## config.mk

```make
export PLATFORM = sky130hd
export DESIGN_NAME = strap_suspend_pin
export DESIGN_NICKNAME = d
export VERILOG_FILES = /design/src/rtl/strap_pin_pkg.sv /design/src/rtl/strap_phase_timer.sv /design/src/rtl/suspend_sync.sv /design/src/rtl/pin_drive.sv /design/src/rtl/strap_suspend_pin.sv
export SDC_FILE = /design/constraint.sdc
export NUM_CORES = 1
export LEC_CHECK = 0
export ABC_AREA = 1
export BUFFER_PORTS_ARGS = -buffer_cell sky130_fd_sc_hd__buf_4
export CORE_MARGIN = 5
export CORE_UTILIZATION = 59
export DETAILED_ROUTE_END_ITERATION = 12
export PLACE_DENSITY_LB_ADDON = 0.15
export SLEW_MARGIN = 20
export SYNTH_ARGS = -nofsm -noshare
export SYNTH_HDL_FRONTEND = slang
export SYNTH_HIERARCHICAL = 1
export SYNTH_SLANG_ARGS = --single-unit
export TNS_END_PERCENT = 20
```

## constraint.sdc

```tcl
create_clock -name clk -period 2.05 [get_ports clk]
set_input_delay 0.41 -clock clk [delete_from_list [all_inputs] [get_ports clk]]
set_output_delay 0.41 -clock clk [all_outputs]
set_load 0.05 [all_outputs]
```

## src/rtl/strap_pin_pkg.sv

```systemverilog
package strap_pin_pkg;

  // Level driven on the pad once it is an output.
  // Gang strap: suspended -> 1, running -> 0. Individual strap: the reverse.
  function automatic logic indicator_level(input logic gang, input logic suspended);
    return suspended ? gang : ~gang;
  endfunction

endpackage

```

## src/rtl/strap_phase_timer.sv

```systemverilog
module strap_phase_timer #(
  parameter int unsigned STRAP_CYCLES  = 120,
  parameter int unsigned OUTPUT_CYCLES = 600000
) (
  input  logic clk,
  input  logic rst_n,
  output logic sample_now,
  output logic drive_now
);
  localparam int unsigned CNT_W = $clog2(OUTPUT_CYCLES + 1);
  localparam logic [CNT_W-1:0] SAMPLE_AT = CNT_W'(STRAP_CYCLES - 1);
  localparam logic [CNT_W-1:0] DRIVE_AT  = CNT_W'(OUTPUT_CYCLES - 1);
  localparam logic [CNT_W-1:0] CNT_TOP   = CNT_W'(OUTPUT_CYCLES);

  logic [CNT_W-1:0] cnt_q;

  always_ff @(posedge clk or negedge rst_n) begin
    if (!rst_n) begin
      cnt_q <= '0;
    end else if (cnt_q != CNT_TOP) begin
      cnt_q <= cnt_q + 1'b1;
    end
  end

  assign sample_now = (cnt_q == SAMPLE_AT);
  assign drive_now  = (cnt_q == DRIVE_AT);

  // Sampling must precede the switch to output.
  initial begin
    assert_order_R2 : assert (STRAP_CYCLES >= 1 && STRAP_CYCLES < OUTPUT_CYCLES);
  end

endmodule

```

## src/rtl/suspend_sync.sv

```systemverilog
module suspend_sync #(
  parameter int unsigned STAGES = 2
) (
  input  logic clk,
  input  logic rst_n,
  input  logic async_in,
  output logic sync_out
);
  logic [STAGES-1:0] chain_q;

  generate
    if (STAGES == 1) begin : g_single
      always_ff @(posedge clk or negedge rst_n) begin
        if (!rst_n) chain_q <= '0;
        else        chain_q <= async_in;
      end
    end else begin : g_chain
      always_ff @(posedge clk or negedge rst_n) begin
        if (!rst_n) chain_q <= '0;
        else        chain_q <= {chain_q[STAGES-2:0], async_in};
      end
    end
  endgenerate

  assign sync_out = chain_q[STAGES-1];

endmodule

```

## src/rtl/pin_drive.sv

```systemverilog
module pin_drive
  import strap_pin_pkg::*;
(
  input  logic clk,
  input  logic rst_n,
  input  logic pad_in,
  input  logic sample_now,
  input  logic drive_now,
  input  logic suspended,
  output logic gang_mode,
  output logic strap_done,
  output logic pad_out,
  output logic pad_oe
);
  logic gang_q, done_q, oe_q, out_q;
  logic oe_next;

  assign oe_next = oe_q | drive_now;

  always_ff @(posedge clk or negedge rst_n) begin
    if (!rst_n) begin
      gang_q <= 1'b0;
      done_q <= 1'b0;
    end else if (sample_now && !done_q) begin
      gang_q <= pad_in;
      done_q <= 1'b1;
    end
  end

  always_ff @(posedge clk or negedge rst_n) begin
    if (!rst_n) begin
      oe_q  <= 1'b0;
      out_q <= 1'b0;
    end else begin
      oe_q  <= oe_next;
      out_q <= oe_next ? indicator_level(gang_q, suspended) : 1'b0;
    end
  end

  assign gang_mode  = gang_q;
  assign strap_done = done_q;
  assign pad_out    = out_q;
  assign pad_oe     = oe_q;

  assert_mode_held_R3 : assert property (@(posedge clk) disable iff (!rst_n)
    done_q |=> ($stable(gang_q) && done_q));

  assert_oe_sticky_R4 : assert property (@(posedge clk) disable iff (!rst_n)
    oe_q |=> oe_q);

  assert_quiet_when_input_R5 : assert property (@(posedge clk) disable iff (!rst_n)
    !oe_q |-> !out_q);

  assert_sample_before_drive_R2 : assert property (@(posedge clk) disable iff (!rst_n)
    drive_now |-> done_q);

endmodule

```

## src/rtl/strap_suspend_pin.sv

```systemverilog
module strap_suspend_pin #(
  parameter int unsigned STRAP_CYCLES  = 120,
  parameter int unsigned OUTPUT_CYCLES = 600000,
  parameter int unsigned SYNC_STAGES   = 2
) (
  input  logic clk,
  input  logic rst_n,
  input  logic pad_in,
  input  logic global_suspend,
  output logic pad_out,
  output logic pad_oe,
  output logic gang_mode
);
  logic sample_now, drive_now, suspended, strap_done;

  strap_phase_timer #(
    .STRAP_CYCLES (STRAP_CYCLES),
    .OUTPUT_CYCLES(OUTPUT_CYCLES)
  ) timer_i (
    .clk       (clk),
    .rst_n     (rst_n),
    .sample_now(sample_now),
    .drive_now (drive_now)
  );

  suspend_sync #(
    .STAGES(SYNC_STAGES)
  ) sync_i (
    .clk     (clk),
    .rst_n   (rst_n),
    .async_in(global_suspend),
    .sync_out(suspended)
  );

  pin_drive drive_i (
    .clk       (clk),
    .rst_n     (rst_n),
    .pad_in    (pad_in),
    .sample_now(sample_now),
    .drive_now (drive_now),
    .suspended (suspended),
    .gang_mode (gang_mode),
    .strap_done(strap_done),
    .pad_out   (pad_out),
    .pad_oe    (pad_oe)
  );

  // The mode cannot change while the pad is driven.
  assert_mode_frozen_when_driving_R6 : assert property (@(posedge clk) disable iff (!rst_n)
    pad_oe |-> (strap_done && $stable(gang_mode)));

  // Output may only move when the synchronized suspend level differs from the
  // driven indicator polarity it implies.
  assert_no_spurious_toggle_R8 : assert property (@(posedge clk) disable iff (!rst_n)
    (pad_oe && $stable(suspended)) |=> $stable(pad_out));

endmodule

```

==> results of run 1 <==
worst reg2reg max path, delay by kind of cell, from the launching register on:
family | cells | cell delay [ps]
AND/OR/NAND/NOR | 7 | 750
flip-flops | 1 | 460
adder cells (fa/ha/maj) | 1 | 290
buffers and inverters | 1 | 90
through the flow:
stage	hold WS (ps)	utilization (%)	setup slack [ps]
2_1_floorplan	114.4	-	608.5
3_3_place_gp	326.0	66.27	515.1
3_5_place_dp	333.7	66.27	436.5
4_1_cts	164.4	69.08	407.1
5_1_grt	150.7	69.08	237.3
6_report	171.8	69.08	401.0
worst paths after layout:
kind                              startpoint  depth (start not counted)                end  slack, ps
min                           global_suspend                          1  sync_i/chain_q[0]        170
min reg2reg                sync_i/chain_q[0]                          0  sync_i/chain_q[1]        370
max in group asynchronous              rst_n                          2  timer_i/cnt_q[16]       1310
max                         timer_i/cnt_q[0]                          9    drive_i/pad_out        400
min in group asynchronous              rst_n                          2   timer_i/cnt_q[3]        490
max reg2reg                 timer_i/cnt_q[0]                          9    drive_i/pad_out        400
kinds of logic (layout without fill, tap and decap cells):
logic type / Yosys count / count (layout) / share of synthesized area, %
and+or+nand+nor: 113 / 113 / 37.67
xor gates and xnor gates: 14 / 14 / 9.261
buffers and inverters: 17 / 27 / 4.630
AOI/OAI and AO/OA: 1 / 1 / 0.3558
DFF: 26 / 26 / 46.30
adders and majority gates: 2 / 2 / 1.781
flip-flops by register name, summed over array words and instances (netlist names):
signal              count
drive_i/gang_mode       1
sync_i/chain_q          2
drive_i/strap_done      1
drive_i/pad_oe          1
timer_i/cnt_q          20
drive_i/pad_out         1
synthesized netlist by cell type, drive strengths merged:
cell type  instances
nand3             12
nand4              4
xnor2              6
o21ai              1
inv               16
ha                 2
nor2              37
dfrtp             26
nand3b             1
buf                1
nor3               5
xor2               8
nand2             54
routing by layer:
metal,vias up,GRT usage (%),share of wire [%]
met4,0,9.709,2.7
met1,528,20.97,47
met5,-,0,0
li1,554,-,-
met2,24,28.71,46
met3,7,1.974,3.9
cell type report:
type	instances	area (um2)	share of cell area, %
multi-input combinational	130	689.4	44.69
inverter	16	60.06	3.893
timing repair buffer	7	55.05	3.569
clock buffer	3	22.52	1.460
clock inverter	1	30.03	1.946
tap	28	35.03	2.271
sequential	26	650.6	42.17
power by group through the flow:
stage / registers [mW] / clock network (mW) / logic [mW]
6_report: 0.516 / 0.350 / 0.0152
5_1_grt: 0.516 / 0.378 / 0.0181
4_1_cts: 0.516 / 0.357 / 0.0163
3_5_place_dp: 0.525 / 0 / 0.0149
3_3_place_gp: 0.525 / 0 / 0.0142
2_1_floorplan: 0.525 / 0 / 0.000454
what timing repair did:
item                                   CTS  global route
gates resized for setup                  0             0
endpoints found under the hold margin   26             0
hold buffers                             1             0
==> results.md, run 1 <==
Placed design:
- Detailed placement ended at an HPWL of about 2.0 mm.
- At the end of routability-driven placement, the weighted congestion stood at slightly below 1.
- Input and output buffers added on the ports amount to 6.
- After detailed placement, the total cell area comes to ~1500 um2.
- Including well taps, the total number of placed cells is approximately 200.

Critical path:
- The slowest stage of the critical path is the sky130_fd_sc_hd__dfrtp_1 cell.
- On the worst path, the slowest cell contributes a delay of roughly 460 ps.
- Walking the worst path, the cells encountered are ha_1 > nand3_2 > nor2_2 > nand3_1 > nor3_1 > inv_1 > nand2_4 > nand2_1 > nor2_1.
- The kind of cell adding the most delay to the critical path is simple AND/OR/NAND/NOR gates.
- Together, buffers and inverters on the worst path number 1.
- The worst setup path is of the reg2reg kind.
- At the worst endpoint, the required time is between 2000 and 2500 ps.
- In this run the worst path has a maximum fanout of 6.
- STA classifies the critical path startpoint as a flip-flop.
- The arrival time reported for the critical path endpoint is roughly 1900 ps.
- The worst setup path is captured at a flip-flop.

Die:
- The total number of placement rows is 17.
- The height of the die is around 59 um.
- The floorplan die area is approximately 3500 um2.
- The initial cell density of the core is roughly 63%.
- The core outline area is about 2200 um2.
- The die width is about 59 um.
- The number of top-level design ports is 7.

Logic synthesis:
- The number of different library cells used by synthesis comes to 21.
- The post-synthesis sequential area ratio is around 46%.
- The average size of a mapped cell is a little over 8 um2.
- The Yosys step of the flow raised 6 warnings.
- Counting flops and latches in the post-synthesis netlist gives 26.
- The number of nets in the synthesized netlist is around 180.
- The count of mapped cells out of synthesis is 173.
- Of all cell types, the one taking the most synthesized area is sky130_fd_sc_hd__dfrtp_1.
- The top cell type's share of synthesized area is around 46%.
- The post-synthesis instance area is 1405 um2.
- By area the synthesized netlist is led by sky130_fd_sc_hd__dfrtp_1 46%, sky130_fd_sc_hd__nand2_1 13%, sky130_fd_sc_hd__nor2_1 7.2%, sky130_fd_sc_hd__xor2_1 4.4%, sky130_fd_sc_hd__nand3_1 3.9%.

Cells and area:
- Leaving out fill and tap cells, the most frequent cell in the layout is sky130_fd_sc_hd__nand2_1.
- The post-route netlist has approximately 16% of its cells at a drive strength greater than 1.
- The top cell types in the final layout, fill and taps aside, are 50 x sky130_fd_sc_hd__nand2_1, 27 x sky130_fd_sc_hd__nor2_1, 26 x sky130_fd_sc_hd__dfrtp_1.
- The number of antenna diodes in the final layout is 0.
- The final cell count without fillers is roughly 210.
- The layout has about 180 filler cells.
- The area growth from synthesis to layout is 9.795%.
- The post-layout instance area is around 1500 um2.
- The count of nets after finishing is 190.

Timing:
- The final max-slew violation count was 0.
- The worst pin sits at a relative slew slack of 76.42%.
- Setup repair after global routing left no endpoint under its margin.
- For this run, the top clock speed supported by timing is 606.4 MHz.
- Summed over all failing endpoints, the final setup total negative slack is 0 ps.
- The final clock skew is around 14 ps.
- The final-report hold violation count is 0.
- Of the available clock period, the critical path in the final layout requires about four fifths.
- For the pin with the worst max-slew slack, the measured transition is ~350 ps.
- The final setup violation count is 0.
- For the finished layout, the period the worst path requires is 1649 ps.

Power and ir drop:
- The sum of internal, switching and leakage power is 0.8812 mW.
- The proportion of power drawn by combinational gates is ~1.7%.
- The share of total power dissipated in sequential elements is between 50% and 60%.
- The analysis attributes to net switching a power of about 0.16 mW.
- VDD sags by at most around 0.44 mV.
- The internal power contribution is just over 0.7 mW.
- Of the total power, the clock network draws roughly two fifths.
- The power density relative to cell area is ~570 nW/um2.
- Net switching is between 10% and 20% of the power.
- The analysis attributes to cell leakage a power of just over 0.7 nW.

Run:
- Max-cap violations in this run came to 0.

Global routing:
- The number of global-route vias before repair is roughly 1100.
- The aggregate global-route resource usage is between 10% and 20%.
- For this run the aggregate overflow at the end of global routing stands at 0.
- The first global-routing pass estimated ~4.5 mm of wire.
- The number of antenna violations at the first check in global routing is 0.
- Entering global routing, the biggest net connects 27 pins.

Clock network:
- After clock tree synthesis, the setup repair step added 0 buffers.
- The clock net sink count is 26.
- For the worst-skew pair, the clock arrives at the later sink with an insertion delay of around 330 ps.
- The number of H-tree levels is 1.
- The number of clock buffers added by TritonCTS is 3.
- The TritonCTS clock tree is yes.
- The clock-pin slew reported for the worst setup and hold paths after clock tree synthesis is ~150 ps.
- The maximum root-to-sink buffer count is 2.
- The tree is rooted in a sky130_fd_sc_hd__clkbuf_4.

Drt:
- The first TritonRoute pass finished after 4 iterations.
- The routed design has 2.630 mm of wire.
- The post-detailed-route count of antenna-violating nets is 0.
- After detailed routing, the number of remaining DRC violations is 0.
- After detailed routing, the average wire length per cell comes to 12.46 um.
- The first routing iteration left 31 violations.
- Using the TritonRoute via totals, the vias-per-cell ratio works out to 5.275.
- Summing over every cut layer, the via total after detailed routing is roughly 1100.

Status:
- The flow ran to the end, and the final reports show no timing, DRC or antenna violations.

Worst hold path:
- The path class of the tightest hold or removal check is in2reg.
No activity file was read; power rests on OpenSTA's default activity.
==> run 2: changes to the inputs <==
- CORE_UTILIZATION: 59 -> 53
- clock period: 2.05 -> 1.35 ns (I/O delays scaled with it)
==> run 2 against run 1 <==
Effect of this change: count of clock-buffer cells in the layout grew 1; cell count grew 7.6%; sequential cell count is the same; clock skew shrank 9.4 ps; core utilization grew 0.79 points; global-route usage grew 1.2 points; register-to-register slack lost 380 ps; critical path depth is the same.
==> results.md, run 2 (synthesis gave the netlist of run 1 again) <==
Cells and area:
- Compared with the post-synthesis result, the final layout area differs by 24.31%.
- The register with the most flip-flops in the layout has 20 of them.
- The largest registers in the layout are timer_i/cnt_q: 20 flops, sync_i/chain_q: 2 flops.
- 0 antenna diodes ended up in the layout.
- The register containing the most flip-flops in the final layout is timer_i/cnt_q.
- The most frequent standard cell in the layout excluding fill and tap cells is sky130_fd_sc_hd__nand2_1.
- The count of nets after finishing is 204.
- Of the cells placed in the final design, the portion with a size suffix greater than 1 is between 30% and 40%.
- With fillers left out, the area of the finished cells amounts to around 1700 um2.
- The library cells used most frequently in the layout, excluding fill and tap cells, are 47 x sky130_fd_sc_hd__nand2_1, 25 x sky130_fd_sc_hd__nor2_1, 22 x sky130_fd_sc_hd__dfrtp_1.
- Cells fill 69.87% of the core in the end.

Critical path:
- The start point of the critical path is timer_i/cnt_q[0].
- The worst setup path is of the reg2reg kind.
- The endpoint of the most critical register-to-register path is drive_i/pad_out.
- The critical path endpoint is drive_i/pad_out.
- Of all nets on the critical path, the largest fanout is 2.
- For flop-to-flop paths, the worst setup slack is 30 ps.
- On the critical path the largest part of the delay comes from simple AND/OR/NAND/NOR gates.
- The depth of the worst register-to-register path is 9.
- Data on the critical path is required at its endpoint by roughly 1600 ps.
- The kind of capture point of the worst setup path is a flip-flop.
- Data on the critical path arrives at its endpoint at between 1500 and 2000 ps.
- The longest individual stage delay on the worst path is 440 ps.
- In this run the critical register-to-register path is launched from timer_i/cnt_q[0].
- The worst setup path is launched from a flip-flop.
- The critical path goes through ha_4 > nand3_4 > nor2_4 > nand3_2 > nor3_2 > inv_1 > nand2_4 > nand2_2 > nor2_1.
- The number of buffer and inverter stages on the critical path is 1.
- The critical path depth in cells is 9.
- Among all stages on the critical path, the largest delay is contributed by sky130_fd_sc_hd__dfrtp_1.

Worst hold path:
- The start point of the worst hold path is global_suspend.
- The classification of the worst-slack hold path is in2reg.

Timing:
- The worst path needs between 1000 and 1500 ps of the cycle, external delays included.
- Hold timing on the final database bottoms out at a slack of 42.74 ps.
- The relative max-transition margin is 77.97%.
- The final setup violation count is 0.
- On the final layout, the worst clock skew is between 4 and 5 ps.
- The final worst slack is around 26 ps.
- The final-report hold violation count was 0.
- The slew of the pin with the lowest slew margin is about 330 ps.
- Setup repair after global routing could not meet its margin everywhere.
- The final max-slew violation count is 0.
- The final worst-path cycle share is a little over nine tenths.
- Timing would allow up to about 760 MHz.

Die:
- The die covers approximately 3800 um2.
- The floorplan step defined a core boundary enclosing roughly 2500 um2.
- Once the floorplan was initialized, standard cells occupied roughly 56% of the core.
- The number of top-level design ports is 7.
- The height of the die is 61.49 um.
- The die width is 61.49 um.
- In this run the core area contains 18 standard-cell rows.

Drt:
- The first routing iteration left 33 violations.
- The number of optimization iterations in the first detailed-route pass is 4.
- The post-detailed-route count of antenna-violating nets is 0.
- The final routed wirelength across all metal layers is roughly 2.9 mm.
- The routed layout has between 1000 and 1500 vias.
- For this run, design rule violations remaining after detail routing come to 0.
- Dividing the detail-routed via count by the number of cells gives ~5.2.
- After detailed routing, the average wire length per cell comes to approximately 13 um.

Power and ir drop:
- The analysis attributes to cell leakage a power of about 0.8 nW.
- The power density relative to cell area is a little under 700 nW/um2.
- Across the VDD grid, the largest voltage drop is 0.6648 mV.
- The design draws between 1 and 1.5 mW.

Clock network:
- In this run, CTS created clock tree buffers numbering 3.
- The TritonCTS clock tree is yes.
- Clock-pin slew was measured on the worst setup and hold paths at between 100 and 150 ps.
- The clock net sink count is 26.
- The clock reaches the later pin of the worst-skew pair after 320 ps.
- The number of H-tree levels is 1.
- In this run the clock root is driven by a sky130_fd_sc_hd__clkbuf_4.
- In this run the deepest clock path goes through 2 buffers.

Status:
- The run finished with clean final reports.

Placed design:
- The instance area after placement is ~1600 um2.
- The last weighted congestion value of the routability-driven placer is about 0.83.
- The count of buffers added on input and output ports is 6.
- After legalization and detailed placement, the total HPWL measured roughly 2.2 mm.
- The placement-stage worst setup slack is -106.4 ps.

Global routing:
- The aggregate global-route resource usage is 18.28%.
- The number of global-route vias before repair came to roughly 1100.
- Entering global routing, the biggest net connects 27 pins.
- The number of antenna violations at the first check in global routing is 0.
- The first global-routing pass estimated ~5 mm of wire.
- The residual overflow from global routing is 0.

Run:
- The tool flagged a number of max-cap violations equal to 0.
[run 2: worst register-to-register path, delay by kind of cell (launching register included)]
family                     cells  cell delay, ps
adders and majority gates      1             180
and+or+nand+nor                7             570
buffers and inverters          1              80
DFF                            1             440
[run 2: area by class of cell]
class                           instances  area (um2)
Clock buffer                            4       36.28
Fill cell                             184       753.2
Inverter                               16       65.06
Multi-Input combinational cell        130       784.5
Sequential cell                        26       655.6
Tap cell                               30       37.54
Timing Repair Buffer                   21       167.7
[run 2: worst min path at each step]
stage | to | slack, ps | depth (start not counted)
6_report | sync_i/chain_q[0] | 40 | 1
3_5_place_dp | timer_i/cnt_q[11] | 200 | 1
4_1_cts | sync_i/chain_q[0] | 30 | 1
3_3_place_gp | timer_i/cnt_q[15] | 190 | 1
5_1_grt | sync_i/chain_q[0] | 20 | 1
2_1_floorplan | drive_i/gang_mode | -30 | 0
[run 2: power breakdown]
group          switching, mW  internal, mW
clock network          0.229         0.165
registers            0.00109         0.782
logic                 0.0161       0.00782
[run 2: per-stage QoR]
step / instances / TNS [ps]
detailed placement: 220 / -246.7
floorplan: 173 / -9.244
finish: 227 / 0
global route: 227 / -203.9
global placement: 220 / 0
CTS: 226 / 0
[run 2: timing repair]
action,CTS,global route
setup buffers,1,1
resized for setup,10,16
pin swaps,5,7
endpoints found under the setup margin,4,13
hold buffers,1,0
hold endpoints to repair,26,0
[run 2: metal layers]
metal	vias to the layer above	global-route usage, %	share of wire, %
met1	562	24.41	46
li1	584	-	-
met5	-	0	0
met3	6	2.725	3.1
met4	0	6.061	1.3
met2	18	30.34	50
